===== src/rtl/sbx_pkg.sv =====
package sbx_pkg;
    localparam int ADDR_W = 32;

    typedef struct packed {
        logic              vld;
        logic [ADDR_W-1:0] pc;
        logic              isa;
        logic              undef;
        logic              excret;
        logic              sw;
        logic              sw_sec;
        logic              cclr;
    } sbx_state_t;
endpackage


===== src/rtl/sbx_decode.sv =====
module sbx_decode #(
    parameter bit SEC_EXT = 1'b1
) (
    input  logic        in_valid,
    input  logic [15:0] insn,
    input  logic        cur_secure,
    input  logic        user_only,
    output logic        is_undef,
    output logic        ns_go
);
    logic form_hit;
    logic low_bad;
    logic ns_sel;
    logic link;
    logic sec_ok;

    assign form_hit = (insn[15:8] == 8'h47);
    assign link     = insn[7];
    assign ns_sel   = insn[2];
    assign low_bad  = |insn[1:0];

    generate
        if (SEC_EXT) begin : g_sec
            assign sec_ok = cur_secure & ~user_only;
        end else begin : g_nosec
            assign sec_ok = 1'b0;
        end
    endgenerate

    assign is_undef = in_valid & form_hit & (low_bad | (ns_sel & (link | ~sec_ok)));
    assign ns_go    = in_valid & form_hit & ~low_bad & ns_sel & ~link & sec_ok;
endmodule


===== src/rtl/sbx_classify.sv =====
module sbx_classify #(
    parameter int          AW         = 32,
    parameter logic [31:0] MAGIC_BASE = 32'hFF00_0000
) (
    input  logic [AW-1:0] target,
    output logic          is_magic,
    output logic [AW-1:0] pc_clean,
    output logic          lsb
);
    assign is_magic = (target >= AW'(MAGIC_BASE));
    assign pc_clean = {target[AW-1:1], 1'b0};
    assign lsb      = target[0];
endmodule


===== src/rtl/sbx_resolve.sv =====
module sbx_resolve
    import sbx_pkg::*;
#(
    parameter bit          SEC_EXT    = 1'b1,
    parameter logic [31:0] MAGIC_BASE = 32'hFF00_0000
) (
    input  logic              clk,
    input  logic              rst_n,
    input  logic              in_valid,
    input  logic [15:0]       insn,
    input  logic [ADDR_W-1:0] target,
    input  logic              cur_secure,
    input  logic              user_only,
    output logic              out_valid,
    output logic [ADDR_W-1:0] new_pc,
    output logic              isa_bit,
    output logic              undef_flag,
    output logic              excret_req,
    output logic              sw_req,
    output logic              sw_secure,
    output logic              cond_clr
);
    sbx_state_t        st_d, st_q;
    logic              dec_undef, dec_go;
    logic              tgt_magic, tgt_lsb;
    logic [ADDR_W-1:0] tgt_pc;

    sbx_decode #(.SEC_EXT(SEC_EXT)) u_dec (
        .in_valid  (in_valid),
        .insn      (insn),
        .cur_secure(cur_secure),
        .user_only (user_only),
        .is_undef  (dec_undef),
        .ns_go     (dec_go)
    );

    sbx_classify #(.AW(ADDR_W), .MAGIC_BASE(MAGIC_BASE)) u_cls (
        .target  (target),
        .is_magic(tgt_magic),
        .pc_clean(tgt_pc),
        .lsb     (tgt_lsb)
    );

    always_comb begin
        st_d        = st_q;
        st_d.vld    = in_valid;
        st_d.undef  = dec_undef;
        st_d.excret = 1'b0;
        st_d.sw     = 1'b0;
        st_d.cclr   = dec_go;
        if (dec_go) begin
            st_d.pc = tgt_pc;
            if (tgt_magic) begin
                st_d.isa    = tgt_lsb;
                st_d.excret = 1'b1;
            end else begin
                st_d.isa    = 1'b1;
                st_d.sw     = 1'b1;
                st_d.sw_sec = tgt_lsb;
            end
        end
    end

    always_ff @(posedge clk or negedge rst_n) begin
        if (!rst_n) begin
            st_q <= '0;
        end else begin
            st_q <= st_d;
        end
    end

    assign out_valid  = st_q.vld;
    assign new_pc     = st_q.pc;
    assign isa_bit    = st_q.isa;
    assign undef_flag = st_q.undef;
    assign excret_req = st_q.excret;
    assign sw_req     = st_q.sw;
    assign sw_secure  = st_q.sw_sec;
    assign cond_clr   = st_q.cclr;
endmodule


===== config.mk =====
export PLATFORM = sky130hd
export DESIGN_NAME = sbx_resolve
export DESIGN_NICKNAME = d
export VERILOG_FILES = /design/src/rtl/sbx_pkg.sv /design/src/rtl/sbx_decode.sv /design/src/rtl/sbx_classify.sv /design/src/rtl/sbx_resolve.sv
export SDC_FILE = /design/constraint.sdc
export NUM_CORES = 1
export LEC_CHECK = 0
export ABC_AREA = 1
export ABC_CLOCK_PERIOD_IN_PS = 1300
export BUFFER_PORTS_ARGS = -buffer_cell sky130_fd_sc_hd__buf_2
export CAP_MARGIN = 20
export CORE_MARGIN = 1.5
export CORE_UTILIZATION = 25
export DETAILED_ROUTE_END_ITERATION = 16
export SLEW_MARGIN = 20
export SYNTH_ARGS = -nofsm -noshare
export SYNTH_HDL_FRONTEND = slang
export SYNTH_SLANG_ARGS = --single-unit

===== constraint.sdc =====
create_clock -name clk -period 1.3 [get_ports clk]
set_input_delay 0.26 -clock clk [delete_from_list [all_inputs] [get_ports clk]]
set_output_delay 0.26 -clock clk [all_outputs]
set_load 0.005 [all_outputs]

==> impl_results.md, run 1 <==
* CTS sink cnt at 38
* Max cap viols at 0
* Main combinational cell family by area after synthesis: simple AND/OR/NAND/NOR gates
* Core box area at around 6400 um2
* Longest Clk Path Bufs at 2
* Antenna violations before repair at 0
* Reg2Reg Capture Point: isa_bit$_DFFE_PN0P_
* Initial core utilization at 26.0%
* 1st-iter DRT viols at 40
* VDD IR max at between 0.3 and 0.4 mV
* Drt wl/cell at ~11 um
* Outcome: complete, but fails checks
* Number of global-route vias before repair at 1328
* Commonest non-fill, non-tap cell in the layout: nand2_1
* Slowest cell on the critical path: dfrtp_1
* Max incr delay on CP at 0.38 ns
* Compound-cell area share of the yosys netlist at less than 1%
* Synth top area cells: dfrtp_1 (57%), nand2_1 (22%), buf_6 (4.0%), nor2_4 (2.7%), inv_1 (2.0%)
* Setup repair after global routing missed its margin: no
* Clock H-tree levels at 2
* ANT cells at 0
* Total of warnings raised by yosys at 0
* Post-synthesis cell count at between 150 and 200
* Synth unique cells at 19
* IO Count at 92
* Pin count of the biggest net entering global routing at 39
* Via count at between 1000 and 1500
* P_leak at 1.42 nW
* Die area at a little over 7000 um2
* Leading area contributor after synthesis: dfrtp_1
* WL final at 3770 um
* Post-synth top area share at between 50% and 60%
* Mapped cell area at around 1700 um2
* Routability cong. at between 0.7 and 0.8
* Bufs and invs on worst path at 1
* Synthesis-to-layout area growth at 36.7%
* Reg2Reg Setup Slack at 0.61 ns
* Max Slew Vio Count at 0
* Top fanout value on the critical path at 2
* GRT Total Usage at about 12%
* Failing checks: DRC
* Final Hold Fails at 0
* Xor/xnor share of the synthesized area at 0%
* Multiplexer area fraction after synthesis at 0%
* CP arrival at 0.80 ns
* Fin Setup TNS at 0 ns
* Pwr Density at 947 nW/um2
* Post-DP HPWL at 2790 um
* DR pass1 iterations at 11
* Post-layout nets at between 300 and 400
* Post-synthesis sequential area ratio at 56.9%
* Hold Crit Class: in2reg
* Die Wd at 84.8 um
* Most frequent cells in the layout: nand2_1 (99), buf_2 (86), dfrtp_1 (38), inv_1 (9), clkbuf_8 (6)
* Worst R2R Start: isa_bit$_DFFE_PN0P_
* First-pass GRT wire length at ~6500 um
* WS Path Type: reg2out
* Reg clk slew, reported paths at roughly 0.070 ns
* Hold Path End: out_valid$_DFF_PN0_
* Skew-Pair Late Insertion Delay at roughly 0.28 ns
* Drt drc at 8
* Fraction of layout cells with a size suffix above 1 at a little over two fifths
* Remaining Overflow, GRT at 0
* Min-delay src: in_valid
* CTS tree: built
* Yosys reg bits at 38
* Std cell rows at 29
* I/O Buffers at between 80 and 90
* Syn_nets at between 200 and 250
* Worst r2r path cells at 4
* # setup viols final at 0
* Power Total at 2.16 mW
* Final setup skew at 0 ns
* Tmin final at roughly 1.1 ns
* TritonCTS Buffers at 5
* Root Buffer: clkbuf_8
* CP top delay family: flip-flops
* Cell count of the worst hold path at 1
* Data required, critical path at between 1 and 1.5 ns
* Crit share post-route at approximately four fifths
* Via density per instance at approximately 4.1
* Adder-cell share of the synthesized area at 0%
* Antenna Violating Nets Remaining at 0
* Simple-Gate Fraction of Synth Area at 34.4%
* CP Capture Type: output pin
* Achievable Freq at 942 MHz
* Mean post-synth cell area at 8.84 um2
* Worst path cell trace: buf_2
* Worst hold slack at 0.122 ns
* Die span in y at around 85 um
* Critical Path Start Type: flip-flop
==> synthesized netlist by cell type <==
library cell / n
nand2_1: 99
nor2_1: 5
dfrtp_1: 38
buf_4: 1
inv_1: 9
nand2_2: 3
nand3_2: 2
nor3_1: 1
nor2_4: 4
inv_2: 5
nand4_4: 1
conb_1: 1
nand2_4: 1
a21oi_1: 1
nor2_2: 4
o21ai_1: 2
nand3_1: 5
nand4_2: 1
buf_6: 6
==> kinds of logic after synthesis <==
| group | after synthesis |
|---|---|
| compound gates | 3 |
| buf+inv | 21 |
| flops | 38 |
| other cells | 1 |
| simple gates | 126 |
==> state kept, by name, indices dropped and copies added, names as in the netlist <==
name / cells
new_pc: 31
cond_clr: 1
excret_req: 1
isa_bit: 1
out_valid: 1
sw_req: 1
sw_secure: 1
undef_flag: 1
==> per-stage QoR <==
| step | instances | instance area (um2) | worst slack (ns) | util [%] |
|---|---|---|---|---|
| global placement | 348 | 2180 | -0.0384 | 34.0 |
| finish | 357 | 2280 | 0.239 | 35.6 |
| floorplan | 189 | 1670 | 0.246 | - |
| detailed placement | 348 | 2180 | -0.0591 | 34.0 |
| CTS | 357 | 2280 | 0.212 | 35.6 |
| global route | 357 | 2280 | 0.0978 | 35.6 |
==> repair_timing <==
| action | CTS | global route |
|---|---|---|
| endpoints found under the hold margin | 38 | 0 |
| resized for setup | 0 | 0 |
| hold buffers | 1 | 0 |
| setup buffers | 0 | 0 |
==> worst register-to-register path: stages (launching register included) <==
cell	delay, ns
dfrtp_1	0.38
inv_1	0.05
nand2_1	0.05
nand2_1	0.08
inv_1	0.03
==> routing by layer <==
metal	vias to the layer above	track usage (%)	share of wire, %
met1	653	16.0	46
li1	747	-	-
met3	4	3.34	6.7
met5	-	0	0
met2	52	17.5	46
met4	0	4.02	1.2
==> worst max path at each step <==
stage	start	endpoint	slack, ns	cells after the start
6_report	new_pc[29]$_DFFE_PN0P_	new_pc[29]	0.24	1
5_1_grt	insn[13]	new_pc[28]$_DFFE_PN0P_	0.1	7
4_1_cts	new_pc[29]$_DFFE_PN0P_	new_pc[29]	0.21	1
3_5_place_dp	insn[1]	new_pc[18]$_DFFE_PN0P_	-0.06	7
3_3_place_gp	insn[1]	new_pc[28]$_DFFE_PN0P_	-0.04	7
2_1_floorplan	insn[1]	new_pc[24]$_DFFE_PN0P_	0.25	7
==> report_power, final <==
part           internal [mW]  switching [mW]
combinational         0.0740          0.0812
clock                  0.428           0.395
sequential              1.18        0.000863
==> area by class of cell <==
class | count | area (um2)
Multi-Input combinational cell | 130 | 593
Tap cell | 77 | 96.3
Sequential cell | 38 | 951
Inverter | 14 | 52.6
Clock buffer | 7 | 86.3
Timing Repair Buffer | 90 | 500
Fill cell | 684 | 4140
Clock inverter | 1 | 5.00
(Power assumes the default switching activity.)
==> run 2, diff against run 1 <==
- ABC_CLOCK_PERIOD_IN_PS: 1300 -> 910
- clock period: 1.3 -> 0.91 ns (I/O delays scaled with it)
==> run 2 against run 1 <==
Against the previous run:
- the run ends with DRC, setup timing left
- cell area up 20%
- sequential power up 42%
- worst setup slack worse by 0.33 ns
- global-route usage down 0.17 points
- critical path depth unchanged
- flip-flop and latch count unchanged
- die area unchanged
- register-to-register slack worse by 0.54 ns
- routed wire length up 17%
- critical endpoint is now new_pc[26]
- largest power group unchanged
==> impl_results.md, run 2 (synthesis gave the netlist of run 1 again) <==
* Outcome: complete, but fails checks
* Failing checks: DRC, setup timing
* Met3 routed wirelength at 244 um (-2.8%)
* Placed cell areas at 2320 um2 (+6.1%)
* Pin count of the biggest net entering global routing at 39 (unchanged)
* Reg2Reg Setup Slack at 0.07 ns (-0.54 ns)
* Core box area at 6420 um2 (unchanged)
* 1st-iter DRT viols at 44 (+10%)
* Synthesis-to-layout area growth at 64.4%
* Internal at 2.44 mW (+45%)
* Via count at 1578 (+8.4%)
* P_leak at 1.67 nW (+18%)
* Register area at 951 um2 (unchanged)
* Max incr delay on CP at 0.40 ns (+0.02 ns)
* DR pass1 iterations at 11 (unchanged)
* NetSw at 748 uW (+57%)
* Critical Path Start Type: flip-flop
* Highest Signal Layer: met4
* # setup viols final at 38 (+38)
* Worst path cell trace: buf_2
* Routability cong. at 0.731 (+2.6%)
* Die span in y at 84.8 um (unchanged)
* CP Capture Type: output pin
* Seq pwr share at 53.1% (-1.7 points)
* Non-Filler Instances at 394 (+10%)
* Data required, critical path at 0.73 ns (-0.31 ns)
* Placed Instances at 358 (+2.9%)
* Post-DP HPWL at 2920 um (+4.5%)
* Post-layout nets at 369 (+11%)
* Number of global-route vias before repair at 1436 (+8.1%)
* Max cap viols at 0 (unchanged)
* Remaining Overflow, GRT at 0 (unchanged)
* Fraction of layout cells with a size suffix above 1 at 52.4% (+11 points)
* I/O Buffers at 86 (unchanged)
* Clk pwr share at 38.0% (about the same)
* Drt wl/cell at 11.2 um (+5.8%)
* Fillers at 661 (-3.4%)
* TritonCTS Buffers at 5 (unchanged)
* Hold Crit Class: in2reg
* Sw frac at 23.5% (+1.4 points)
* First-pass GRT wire length at 6570 um (+1.3%)
* WS Path Type: reg2out
* Post-Route M1 WL at 2000 um (+14%)
* Std cell rows at 29 (unchanged)
* Via density per instance at 4.01 (-1.8%)
* Most frequent cells in the layout: nand2_1 (91), buf_2 (80), dfrtp_1 (38), buf_4 (35), nand2_2 (10)
* Fin area at 2750 um2 (+20%)
* WL final at 4400 um (+17%)
* Final setup skew at 0 ns (unchanged)
* Final Hold Fails at 0 (unchanged)
* Multi-input combinational cell area at 644 um2 (+8.6%)
* Bufs and invs on worst path at 1 (unchanged)
* Met2 routed WL at 2120 um (+23%)
* ANT cells at 0 (unchanged)
* Fin worst setup slack at -0.0866 ns (-0.325 ns)
* Place WS at -0.295 ns (-0.236 ns)
* CP arrival at 0.81 ns (about the same)
* Max Slew Vio Count at 0 (unchanged)
* Reg clk slew, reported paths at 0.08 ns (about the same)
* Commonest non-fill, non-tap cell in the layout: nand2_1
* VDD IR max at 0.473 mV (+24%)
* Root Buffer: clkbuf_8
* Achievable Freq at roughly 1000 MHz
* Die Wd at 84.8 um (unchanged)
* Initial core utilization at 26.0% (unchanged)
* Largest register FFs at 31 (unchanged)
* Pwr Density at 1160 nW/um2 (+23%)
* Antenna violations before repair at 0 (unchanged)
* Tmin final at ~1 ns
* IO Count at 92 (unchanged)
* CTS sink cnt at 38 (unchanged)
* Combinational share of power at 8.9% (+1.7 points)
* GRT Total Usage at 11.4% (-0.17 points)
* Skew-Pair Late Insertion Delay at 0.28 ns (about the same)
* Slowest cell on the critical path: dfrtp_1
* Drt drc at 5 (-3)
* Top fanout value on the critical path at 2 (unchanged)
* Antenna Violating Nets Remaining at 0 (unchanged)
* Longest Clk Path Bufs at 2 (unchanged)
* CP top delay family: flip-flops
* Clock H-tree levels at 2 (unchanged)
* Crit share post-route at 110%
* Setup repair after global routing missed its margin: yes
* CTS tree: built
* Die area at 7190 um2 (unchanged)
-- run 2: cell type report --
type	instances	area share, %
sequential	38	34.6
timing repair buffer	127	32.4
multi-input combinational	130	23.5
tap	77	3.51
clock buffer	6	3.01
inverter	14	2.55
clock inverter	2	0.455
-- run 2: power by group through the flow --
stage	logic (mW)	clock network, mW	registers (mW)
after floorplan	0.0614	0	1.73
after global placement	0.260	0	1.73
after detailed placement	0.266	0	1.73
after CTS	0.271	1.28	1.69
after global routing	0.316	1.33	1.69
final	0.283	1.21	1.69
-- run 2: worst reg2reg max path, cell delays in order, from the launching register on --
cell and delay, ns:
dfrtp_1 0.39, buf_4 0.13, buf_4 0.12, nand2_1 0.05, nand2_1 0.05
-- run 2: per-stage QoR --
stage | total power [mW] | hold slack (ns) | utilization (%) | setup TNS [ns]
floorplan | 1.79 | -0.114 | - | -0.908
global route | 3.34 | 0.0902 | 42.8 | -3.65
finish | 3.19 | 0.0927 | 42.8 | -2.29
global placement | 1.99 | 0.168 | 36.1 | -8.58
detailed placement | 1.99 | 0.173 | 36.1 | -9.40
CTS | 3.24 | 0.0852 | 39.0 | -2.87
-- run 2: timing repair --
item / in CTS / in global routing
hold buffers: 1 / 0
endpoints found under the hold margin: 38 / 0
cloned: 0 / 3
endpoints found under the setup margin: 38 / 70
setup buffers: 11 / 13
pin swaps: 0 / 16
gates resized for setup: 0 / 19
-- run 2: layer usage --
layer	vias to the layer above	GRT usage, %
met5	-	0
met4	0	3.13
met1	702	14.4
met3	4	3.34
met2	52	19.1
li1	820	-
-- run 2: path summary, 6_finish.rpt --
kind | cells past startpoint | endpoint | from
min in group asynchronous | 3 | new_pc[20]$_DFFE_PN0P_ | rst_n
max reg2reg | 4 | new_pc[2]$_DFFE_PN0P_ | new_pc[2]$_DFFE_PN0P_
min | 3 | new_pc[21]$_DFFE_PN0P_ | target[21]
min reg2reg | 2 | new_pc[15]$_DFFE_PN0P_ | new_pc[15]$_DFFE_PN0P_
max | 1 | new_pc[26] | new_pc[26]$_DFFE_PN0P_
max in group asynchronous | 3 | sw_secure$_DFFE_PN0P_ | rst_n
==> run 3, diff against run 2 <==
- SKIP_LAST_GASP: not set -> 1
==> run 3 against run 2 <==
Against the previous run:
- the flow still finishes with violations (DRC, setup timing)
- first-iteration DRC count unchanged
- flip-flop and latch count unchanged
- sequential power about the same
- sequential share of layout area increased by 0.14 points
- critical endpoint unchanged
- largest power group unchanged
==> impl_results.md, run 3 (synthesis gave the netlist of run 1 again) <==
* Fraction of layout cells with a size suffix above 1 at 52.4% (unchanged)
* WL final at 4400 um (-0.16%)
* ANT cells at 0 (unchanged)
* Top fanout value on the critical path at 2 (unchanged)
* Antenna Violating Nets Remaining at 0 (unchanged)
* Data required, critical path at 0.73 ns (about the same)
* CP top delay family: flip-flops
* Worst path cell trace: buf_2
* Skew-Pair Late Insertion Delay at 0.28 ns (about the same)
* GRT Total Usage at 11.4% (unchanged)
* Max incr delay on CP at 0.40 ns (about the same)
* Power Total at 3.18 mW (-0.14%)
* Reg2Reg Setup Slack at 0.07 ns (about the same)
* Die area at 7190 um2 (unchanged)
* Max cap viols at 0 (unchanged)
* Most frequent cells in the layout: nand2_1 (91), buf_2 (83), dfrtp_1 (38), buf_4 (33), nand2_2 (10)
* Slowest cell on the critical path: dfrtp_1
* I/O Buffers at 86 (unchanged)
* TritonCTS Buffers at 5 (unchanged)
* Failing checks: DRC, setup timing
* Via count at 1573 (-0.32%)
* Final Hold Fails at 0 (unchanged)
* Drt drc at 5 (unchanged)
* Core box area at 6420 um2 (unchanged)
* Worst r2r path cells at 4 (unchanged)
* Remaining Overflow, GRT at 0 (unchanged)
* Setup repair after global routing missed its margin: yes
* Min-delay src: target[21]
* Tmin final at 0.997 ns (unchanged)
* First-pass GRT wire length at 6570 um (unchanged)
* Fin worst setup slack at -0.0866 ns (unchanged)
* Pin count of the biggest net entering global routing at 39 (unchanged)
* Worst R2R Start: new_pc[2]$_DFFE_PN0P_
* Place WS at -0.295 ns (unchanged)
* Worst hold slack at 0.0934 ns (+0.000649 ns)
* Pwr Density at 1160 nW/um2 (+0.27%)
* Bufs and invs on worst path at 1 (unchanged)
* Cell count of the worst hold path at 3 (unchanged)
* DR pass1 iterations at 11 (unchanged)
* Largest register FFs at 31 (unchanged)
* Hold Crit Class: in2reg
* Die span in y at 84.8 um (unchanged)
* Final setup skew at 0 ns (unchanged)
* Longest Clk Path Bufs at 2 (unchanged)
* Die Wd at 84.8 um (unchanged)
* CP Capture Type: output pin
* # setup viols final at 38 (unchanged)
* Std cell rows at 29 (unchanged)
* Reg2Reg Capture Point: new_pc[2]$_DFFE_PN0P_
* P_leak at 1.66 nW (-0.23%)
* VDD IR max at 0.473 mV (about the same)
* Utilization after layout at 42.6% (-0.18 points)
* Number of global-route vias before repair at 1436 (unchanged)
* Routability cong. at 0.731 (unchanged)
* IO Count at 92 (unchanged)
* Reg clk slew, reported paths at 0.08 ns (about the same)
* Non-Filler Instances at 394 (unchanged)
* WS Path Type: reg2out
* CTS tree: built
* Hold Path End: new_pc[21]$_DFFE_PN0P_
* Max Slew Vio Count at 0 (unchanged)
* Outcome: complete, but fails checks
* Via density per instance at 3.99 (-0.32%)
* Commonest non-fill, non-tap cell in the layout: nand2_1
* Achievable Freq at 1000 MHz (unchanged)
* Placed Instances at 358 (unchanged)
* Crit share post-route at 110% (unchanged)
* 1st-iter DRT viols at 44 (unchanged)
* Post-DP HPWL at 2920 um (unchanged)
* Drt wl/cell at 11.2 um (-0.16%)
* Post-layout nets at 369 (unchanged)
* CTS sink cnt at 38 (unchanged)
* Synthesis-to-layout area growth at 63.7%
* Critical Path Start Type: flip-flop
* Clock H-tree levels at 2 (unchanged)
* Antenna violations before repair at 0 (unchanged)
* Root Buffer: clkbuf_8
* Initial core utilization at 26.0% (unchanged)
* CP arrival at 0.81 ns (about the same)
==> run 3: through the flow <==
step                      area [um2]  setup TNS [ns]
final                           2740           -2.30
after global routing            2740           -3.76
after CTS                       2500           -2.87
after detailed placement        2320           -9.40
after global placement          2320           -8.58
after floorplan                 1700          -0.908
==> run 3: where the power goes <==
group	switching, mW	internal [mW]	total, mW
registers	0.00148	1.69	1.69
logic	0.143	0.135	0.278
clock network	0.605	0.609	1.21
==> run 3: metal layers <==
layer  vias up  wire [um]  track usage (%)
li1        820          -                -
met1       697       2010             14.4
met2        52       2110             19.1
met3         4        244             3.34
met4         0         34             3.13
met5         -          0                0
==> run 3: final cells by class <==
type	instances	area (um2)
Inverter	14	70.1
Timing Repair Buffer	127	880
Clock inverter	2	12.5
Clock buffer	6	82.6
Multi-Input combinational cell	130	644
Tap cell	77	96.3
Sequential cell	38	951
Fill cell	660	3690
==> run 3: worst max-delay path by stage <==
stage          slack [ns]                     end              startpoint  cells after the start
5_1_grt             -0.12              new_pc[31]  new_pc[31]$_DFFE_PN0P_                      1
2_1_floorplan       -0.03   new_pc[1]$_DFFE_PN0P_                insn[14]                      8
6_report            -0.09              new_pc[26]  new_pc[26]$_DFFE_PN0P_                      1
4_1_cts              -0.1               sw_secure   sw_secure$_DFFE_PN0P_                      1
3_3_place_gp        -0.27  new_pc[17]$_DFFE_PN0P_              cur_secure                      8
3_5_place_dp        -0.30   new_pc[5]$_DFFE_PN0P_                insn[14]                      8
==> run 3: what timing repair did <==
| item | CTS | global route |
|---|---|---|
| endpoints found under the setup margin | 38 | 70 |
| gates resized for setup | 0 | 16 |
| hold endpoints to repair | 38 | 0 |
| pin swaps | 0 | 14 |
| gates cloned | 0 | 3 |
| setup buffers | 11 | 13 |
| hold buffers | 1 | 0 |
